### src/rtl/disp_out_port.sv
module disp_out_port #(
  parameter int ADDR_W = 16,
  parameter int DATA_W = 16,
  parameter int CHAR_W = 8,
  parameter logic [ADDR_W-1:0] STAT_ADDR = 16'hFE04,
  parameter logic [ADDR_W-1:0] DATA_ADDR = 16'hFE06,
  parameter int RDY_BIT = 15,
  parameter int IE_BIT  = 14
) (
  input  logic              clk,
  input  logic              rst_n,
  input  logic              bus_sel,
  input  logic              bus_we,
  input  logic [ADDR_W-1:0] bus_addr,
  input  logic [DATA_W-1:0] bus_wdata,
  output logic [DATA_W-1:0] bus_rdata,
  output logic [CHAR_W-1:0] chr_out,
  output logic              chr_vld,
  input  logic              chr_done,
  output logic              irq
);

  logic              rdy_q, ie_q, vld_q;
  logic [CHAR_W-1:0] chr_q;
  logic              stat_hit, data_hit, accept;
  logic              unused_wbits;

  assign stat_hit = bus_sel && (bus_addr == STAT_ADDR);
  assign data_hit = bus_sel && (bus_addr == DATA_ADDR);
  assign accept   = data_hit && bus_we && rdy_q;

  always_ff @(posedge clk) begin
    if (!rst_n) begin
      rdy_q <= 1'b1;
      ie_q  <= 1'b0;
      vld_q <= 1'b0;
      chr_q <= '0;
    end else begin
      vld_q <= accept;
      if (accept) begin
        rdy_q <= 1'b0;
        chr_q <= bus_wdata[CHAR_W-1:0];
      end else if (chr_done) begin
        rdy_q <= 1'b1;
      end
      if (stat_hit && bus_we) ie_q <= bus_wdata[IE_BIT];
    end
  end

  always_comb begin
    bus_rdata = '0;
    if (stat_hit && !bus_we) begin
      bus_rdata[RDY_BIT] = rdy_q;
      bus_rdata[IE_BIT]  = ie_q;
    end else if (data_hit && !bus_we) begin
      bus_rdata[CHAR_W-1:0] = chr_q;
    end
  end

  assign chr_out = chr_q;
  assign chr_vld = vld_q;
  assign irq     = rdy_q & ie_q;

  assign unused_wbits = ^{bus_wdata[DATA_W-1:IE_BIT+1], bus_wdata[IE_BIT-1:CHAR_W]};

endmodule

### config.mk
export PLATFORM = sky130hd
export DESIGN_NAME = disp_out_port
export DESIGN_NICKNAME = d
export VERILOG_FILES = /design/src/rtl/disp_out_port.sv
export SDC_FILE = /design/constraint.sdc
export NUM_CORES = 1
export LEC_CHECK = 0
export CAP_MARGIN = 5
export CORE_AREA = 2 2 60 45
export DETAILED_ROUTE_END_ITERATION = 10
export DIE_AREA = 0 0 62 47
export GPL_ROUTABILITY_DRIVEN = 1
export PLACE_DENSITY = 0.75
export RECOVER_POWER = 25
export SYNTH_ARGS = -nofsm -noshare
export SYNTH_HDL_FRONTEND = slang
export SYNTH_SLANG_ARGS = --single-unit
### constraint.sdc
create_clock -name clk -period 1.3 [get_ports clk]
set_input_delay 0.195 -clock clk [delete_from_list [all_inputs] [get_ports clk]]
set_output_delay 0.195 -clock clk [all_outputs]
set_load 0.1 [all_outputs]
Word level (Yosys, flattened, before mapping):

Index checks and enable logic that the tools add are counted.

* memories: 0
* bits in writable memories: 0
* ROM bits: 0
* register bits after elaboration: 11
* latch bits: 0
* word-level logic and storage cells: 21

* div/mod/pow operators: 0
* reduce and logical (&&, ||, !) cells: 9
* magnitude comparators: 0
* muxes and demuxes: 5
* bitwise gates (word level): 1
* $add $sub $neg: 0
* multiply operators: 0
* shifts and indexed selects: 0
* eq/ne operators: 2

Operator list (count)
* $eq 16x16->1 const B: 2
* $mux 8: 2
* $logic_and 1x1->1: 7
* $mux 1: 2
* $mux 2: 1
* $reduce_bool 2->1: 1
* $and 1x1->1: 1
* $logic_not 1->1: 1

Depth between registers and ports, before layout:

Gate-level depths: netlist of run 1.

* depth after elaboration: 5
* depth in mapped cells: 5

Least setup slack after synthesis of run 1:

OpenSTA, ideal clock, no wires.

* path type: reg-to-output
* from: register chr_q[0], in the netlist chr_out[0]
* to: output bus_rdata[0]
* slack: -0.703 ns
* path buffers: 0
* required time: 1.105 ns
* data arrival time: 1.808 ns
* cell stages (with the launch flop): 2
* cells stage by stage: dfxtp_1 > and2_1

* cells in the longest elaborated chain, start to end: 2

Ends and longest elaborated chain
* from (decl): RTL line 24 `logic [CHAR_W-1:0] chr_q;`
* from (signal assigned): RTL line 42 `chr_q <= bus_wdata[CHAR_W-1:0];`
* $mux 8: RTL line 55 `end else if (data_hit && !bus_we) begin`
* $mux 8: RTL line 52 `if (stat_hit && !bus_we) begin`
* to (decl): RTL line 16 `output logic [DATA_W-1:0] bus_rdata,`

No other way between the ends.

Worst setup path after layout of run 1:

* from: input bus_addr[4]
* to: output bus_rdata[7]

* cells in the longest elaborated chain, start to end: 5
* elaborated cells between the ends (all ways): 8

Ends and longest elaborated chain
* from (decl): RTL line 14 `input logic [ADDR_W-1:0] bus_addr,`
* $eq 16x16->1: RTL line 29 `assign data_hit = bus_sel && (bus_addr == DATA_ADDR);`
* $logic_and 1x1->1: RTL line 29
* $logic_and 1x1->1: RTL line 55
* $mux 8: RTL line 55
* $mux 8 (*): RTL line 52

Mark *: on every way between the ends. The rest lies on a longest branch, timed or not.

==> results of run 1 <==
## state kept, by name (all words and copies together) (netlist names)
register  cells
rdy_q         1
chr_out       8
chr_vld       1
ie_q          1
## logic make-up after synthesis
group           synth area share
other cells             0.005970
simple gates              0.3845
compound gates            0.1534
flops                     0.3506
buf+inv                   0.1056
## critical path, stage by stage
cell and delay (ns):
buf_6 0.09, nor4_4 0.33, nand4_4 0.16, nor3b_4 0.23, buf_4 0.15, and2_4 0.14, buf_12 0.16
## routing by layer
| metal | vias up | wire [um] | track usage |
|---|---|---|---|
| li1 | 383 | - | - |
| met1 | 389 | 919 | 0.1917 |
| met2 | 31 | 1304 | 0.3208 |
| met3 | 2 | 155 | 0.06336 |
| met4 | 0 | 17 | 0.08936 |
| met5 | - | 0 | 0 |
## placed cells by master (no fill, tap or decap), types with 4 or more instances in the layout
master            n
clkdlybuf4s50_1  12
a21oi_1           8
clkbuf_4          6
buf_4            15
and2_4           10
dlygate4sd2_1     5
nand3_1           8
buf_12           17
conb_1            6
clkdlybuf4s15_1   5
o21ai_0           8
dfxtp_2           9
buf_2             4
## power by group through the flow
stage,Combinational (mW),Sequential [mW],Clock [mW]
2_1_floorplan,0.109,0.344,0
3_3_place_gp,0.199,0.344,0
3_5_place_dp,0.203,0.344,0
4_1_cts,0.193,0.336,0.238
5_1_grt,0.213,0.336,0.263
6_report,0.203,0.336,0.242
## final timing paths
| path | start | end | slack, ns | cells past startpoint |
|---|---|---|---|---|
| worst max-delay path | bus_addr[4] | bus_rdata[7] | -0.37 | 7 |
| worst min-delay path | rst_n | rdy_q | 0.42 | 2 |
| worst min register to register | chr_out[6] | chr_out[6] | 0.50 | 2 |
| worst max register to register | rdy_q | chr_out[2] | 0.31 | 4 |
## repair_timing
action                                  in CTS  in global routing
gates resized for setup                     40                 12
pin swaps                                    7                  8
endpoints found under the setup margin      21                 16
setup buffers                                0                  4
gates cloned                                 0                  0
## final cells by class
cell class | instances | share of cell area
Multi-Input combinational cell | 58 | 0.2864
Timing Repair Buffer | 65 | 0.5088
Inverter | 1 | 0.002527
Clock buffer | 4 | 0.01769
Sequential cell | 11 | 0.1559
Tap cell | 34 | 0.02864
==> results.ini, run 1 <==
[critical_path]
worst-setup-path-type = primary input to output port
crit_path_end_kind = output port
path_max_fanout = 3
startpoint_type = primary input
worstPathArrival_ns = 1.47
crit_required_ns = 1.11

[timing]
setup_tns_ns = -3.533
fmax_mhz = 600.0
hold_violations = 0
skew_ns = 0.003192
whs_ns = 0.4228
rsz0062_at_grt = yes
finalSetupViolations = 10
fin_crit_sh = 1.282
fin_ws_ns = -0.3668
drv_slew = 0
layout_min_cycle_time_ns = 1.667

[yosys]
synthesis.area_um2 = 628.1
yosys_warnings = 0
postSynthCellCount = 74
avgSynthCellArea_um2 = 8.488
yosys.area.top_type = dfxtp_1
ys_top_cells_by_area = dfxtp_1 35%, and2_1 11%, buf_4 8.4%
synthFlopType = dfxtp_1
synth_seq_area_share = 0.3506
synth_edf_count = 0
ys_ff_latch = 11
ys_types = 21
ys_async_sr_fraction = 0
ys_top_cells_by_count = 11 x and2_1, 11 x dfxtp_1, 9 x a21oi_1, 9 x nand3_1, 9 x o21ai_0
yosysTopAreaCellShare = 0.3506

[clock_tree]
cts_buffers = 3
htree_levels = 1
cts.path.max_buffers = 2
clock-sinks = 11
cts.root.buffer_cell = clkbuf_4
cts_hold_buf = 0
clkSlewWorstSetupHoldPaths_ns = 0.06
cts_tree = yes
clk_latency_ns = 0.28

[cells_and_area]
synthToLayoutAreaGrowth_pct = 136.5
design_area_um2 = 1485
fin_nets = 177
final_util = 0.6331
multi_input_area_um2 = 425.4
antenna_cells = 0
final_cells = 173
regArea_um2 = 231.5
fillers = 204
drive_gt1_frac = 0.5396

[grt]
grt_overflow = 0
grt_use_total = 0.1805
grt_max_degree = 11
antenna_found_initial = 0
grt_pass1_vias = 779
grt_pass1_wl_um = 3601

[floorplan]
dieArea_um2 = 2914
num_io_pins = 63
die_height_um = 47
fp.dieW_um = 62
start_util = 0.2677
rows = 15
coreArea_um2 = 2346

[power]
sequentialPowerShare = 0.430
switching_share = 0.3105
p_comb_frac = 0.260
power_frac_clock = 0.310
ir_drop_mv = 0.5162
power_switching_uw = 242.9
p_int_uw = 539.4
leakagePower_nw = 0.6187
power_density_nw_per_um2 = 526.7
total_power_uw = 782.3

[place]
dp_slack_ns = -0.7746
place.gp.congestion = 0.7116
dp_hpwl_um = 1846
placed_cells = 165
port_buffers = 49
placed_area_um2 = 1443

[routing]
avgRoutedWirePerCell_um = 13.86
wl_um = 2397
vias_per_cell = 4.653
drtIter0Drc = 16
dr_total_vias = 805
drcViolationCount = 0
drtPass1Iterations = 4
postRouteAntennaNets = 0

[hold_path]
hp-class = primary input to register

[job]
cap_violations = 0

[status]
violations = setup timing
outcome = finished with violations

(Power assumes the default switching activity.)
==> run 2: changes to the inputs <==
Settings changed: RECOVER_POWER 25 to unset.
==> run 2 against run 1 <==
First-iteration DRC count unchanged. Combinational power about the same. Critical endpoint unchanged. Sequential power about the same. Via count unchanged. Final cell count unchanged. Global-route usage unchanged. Clock power about the same. Wire length decreased by 0.46%. Count of clock-buffer cells in the layout unchanged. Core utilization increased by 1.6 points. Largest power group unchanged. Critical path type unchanged. Die area unchanged. Total power about the same. The flow still finishes with violations (setup timing).
==> results.ini, run 2 (synthesized netlist as in run 1, its figures left out) <==
[cells_and_area]
fin_nets = 177  ; unchanged
final_util = 0.6491  ; +0.01600
fillers = 198  ; -2.9%
antenna_cells = 0  ; unchanged
final_cells = 173  ; unchanged
mostFrequentLayoutCells = 20 x buf_12, 15 x buf_4, 12 x clkdlybuf4s50_1, 10 x and2_4, 9 x dfxtp_2
drive_gt1_frac = 0.5396  ; unchanged
largest_reg_flops = 8  ; unchanged
synthToLayoutAreaGrowth_pct = 142.4
design_area_um2 = 1523  ; +2.5%
mostFrequentLayoutCell = buf_12

[grt]
grt_max_degree = 11  ; unchanged
grt_overflow = 0  ; unchanged
grt_pass1_vias = 779  ; unchanged
met1_usage = 0.1917  ; unchanged
grt_use_total = 0.1805  ; unchanged
use_met3 = 0.06336  ; unchanged
use_met2 = 0.3208  ; unchanged
antenna_found_initial = 0  ; unchanged
busiest_layer = met2
grt_pass1_wl_um = 3601  ; unchanged

[timing]
whs_ns = 0.4228  ; unchanged
skew_ns = 0.003192  ; unchanged
finalSetupViolations = 10  ; unchanged
fin_ws_ns = -0.3668  ; unchanged
drv_slew = 0  ; unchanged
layout_min_cycle_time_ns = 1.667  ; unchanged
hold_violations = 0  ; unchanged
fin_crit_sh = 1.282  ; unchanged
fmax_mhz = 600.0  ; unchanged
rsz0062_at_grt = yes
setup_tns_ns = -3.536  ; -0.002340 ns

[clock_tree]
cts_tree = yes
cts_buffers = 3  ; unchanged
htree_levels = 1  ; unchanged
clk_latency_ns = 0.28  ; about the same
cts.path.max_buffers = 2  ; unchanged
cts.root.buffer_cell = clkbuf_4
cts_hold_buf = 0  ; unchanged
clkSlewWorstSetupHoldPaths_ns = 0.06  ; about the same
clock-sinks = 11  ; unchanged

[critical_path]
worstPathArrival_ns = 1.47  ; about the same
path_max_fanout = 3  ; unchanged
startpoint_type = primary input
crit_required_ns = 1.11  ; about the same
crit_path_end_kind = output port
worst-setup-path-type = primary input to output port
worst-r2r-cell-count = 4  ; unchanged

[power]
total_power_uw = 782.2  ; about the same
switching_share = 0.3105  ; about the same
power_density_nw_per_um2 = 513.7  ; -2.5%
p_int_uw = 539.4  ; unchanged
sequentialPowerShare = 0.430  ; about the same
leakagePower_nw = 0.6284  ; +1.6%
ir_drop_mv = 0.5162  ; about the same
p_comb_frac = 0.260  ; about the same
power_switching_uw = 242.9  ; about the same
power_frac_clock = 0.310  ; about the same

[routing]
vias_per_cell = 4.653  ; unchanged
drtPass1Iterations = 4  ; unchanged
drtIter0Drc = 16  ; unchanged
postRouteAntennaNets = 0  ; unchanged
drcViolationCount = 0  ; unchanged
avgRoutedWirePerCell_um = 13.79  ; -0.46%
wl_um = 2386  ; -0.46%
dr_total_vias = 805  ; unchanged

[floorplan]
fp.dieW_um = 62  ; unchanged
dieArea_um2 = 2914  ; unchanged
start_util = 0.2677  ; unchanged
num_io_pins = 63  ; unchanged
die_height_um = 47  ; unchanged
rows = 15  ; unchanged
coreArea_um2 = 2346  ; unchanged

[place]
placed_area_um2 = 1443  ; unchanged
dp_slack_ns = -0.7746  ; unchanged
port_buffers = 49  ; unchanged
place.gp.congestion = 0.7116  ; unchanged
placed_cells = 165  ; unchanged
dp_hpwl_um = 1846  ; unchanged

[status]
violations = setup timing
outcome = finished with violations

[hold_path]
hold_path_depth = 2  ; unchanged
hp-class = primary input to register

[job]
cap_violations = 0  ; unchanged

-- run 2: critical path: stages --
cell and delay [ns]:
buf_6 0.09, nor4_4 0.33, nand4_4 0.16, nor3b_4 0.23, buf_4 0.15, and2_4 0.14, buf_12 0.16
-- run 2: area by class of cell --
type | instances | area [um^2] | area share
repair buffers | 65 | 793.3 | 0.5210
multi-input cells | 58 | 425.4 | 0.2794
flip-flops and latches | 11 | 231.5 | 0.1520
well taps | 34 | 42.54 | 0.02794
clock buffers | 4 | 26.28 | 0.01726
inverters | 1 | 3.754 | 0.002465
-- run 2: worst paths after layout --
| path | endpoint | startpoint | slack, ns |
|---|---|---|---|
| worst max-delay path | bus_rdata[7] | bus_addr[4] | -0.37 |
| worst min-delay path | rdy_q | rst_n | 0.42 |
| worst max register to register | chr_out[2] | rdy_q | 0.31 |
| worst min register to register | chr_out[3] | chr_out[3] | 0.51 |
-- run 2: timing repair --
item                                    in CTS  in global routing
buffers inserted                             0                  4
resized for setup                           40                 12
pin swaps                                    7                  8
endpoints found under the setup margin      21                 16
-- run 2: power groups by stage --
stage	combinational (mW)	sequential, mW	clock (mW)
2_1_floorplan	0.109	0.344	0
3_3_place_gp	0.199	0.344	0
3_5_place_dp	0.203	0.344	0
4_1_cts	0.193	0.336	0.238
5_1_grt	0.213	0.336	0.263
6_report	0.203	0.336	0.242
-- run 2: metal layers --
layer	part of all wire	wire length [um]
met5	0	0
met4	0.0071	17
met3	0.062	147
met2	0.55	1307
met1	0.38	914
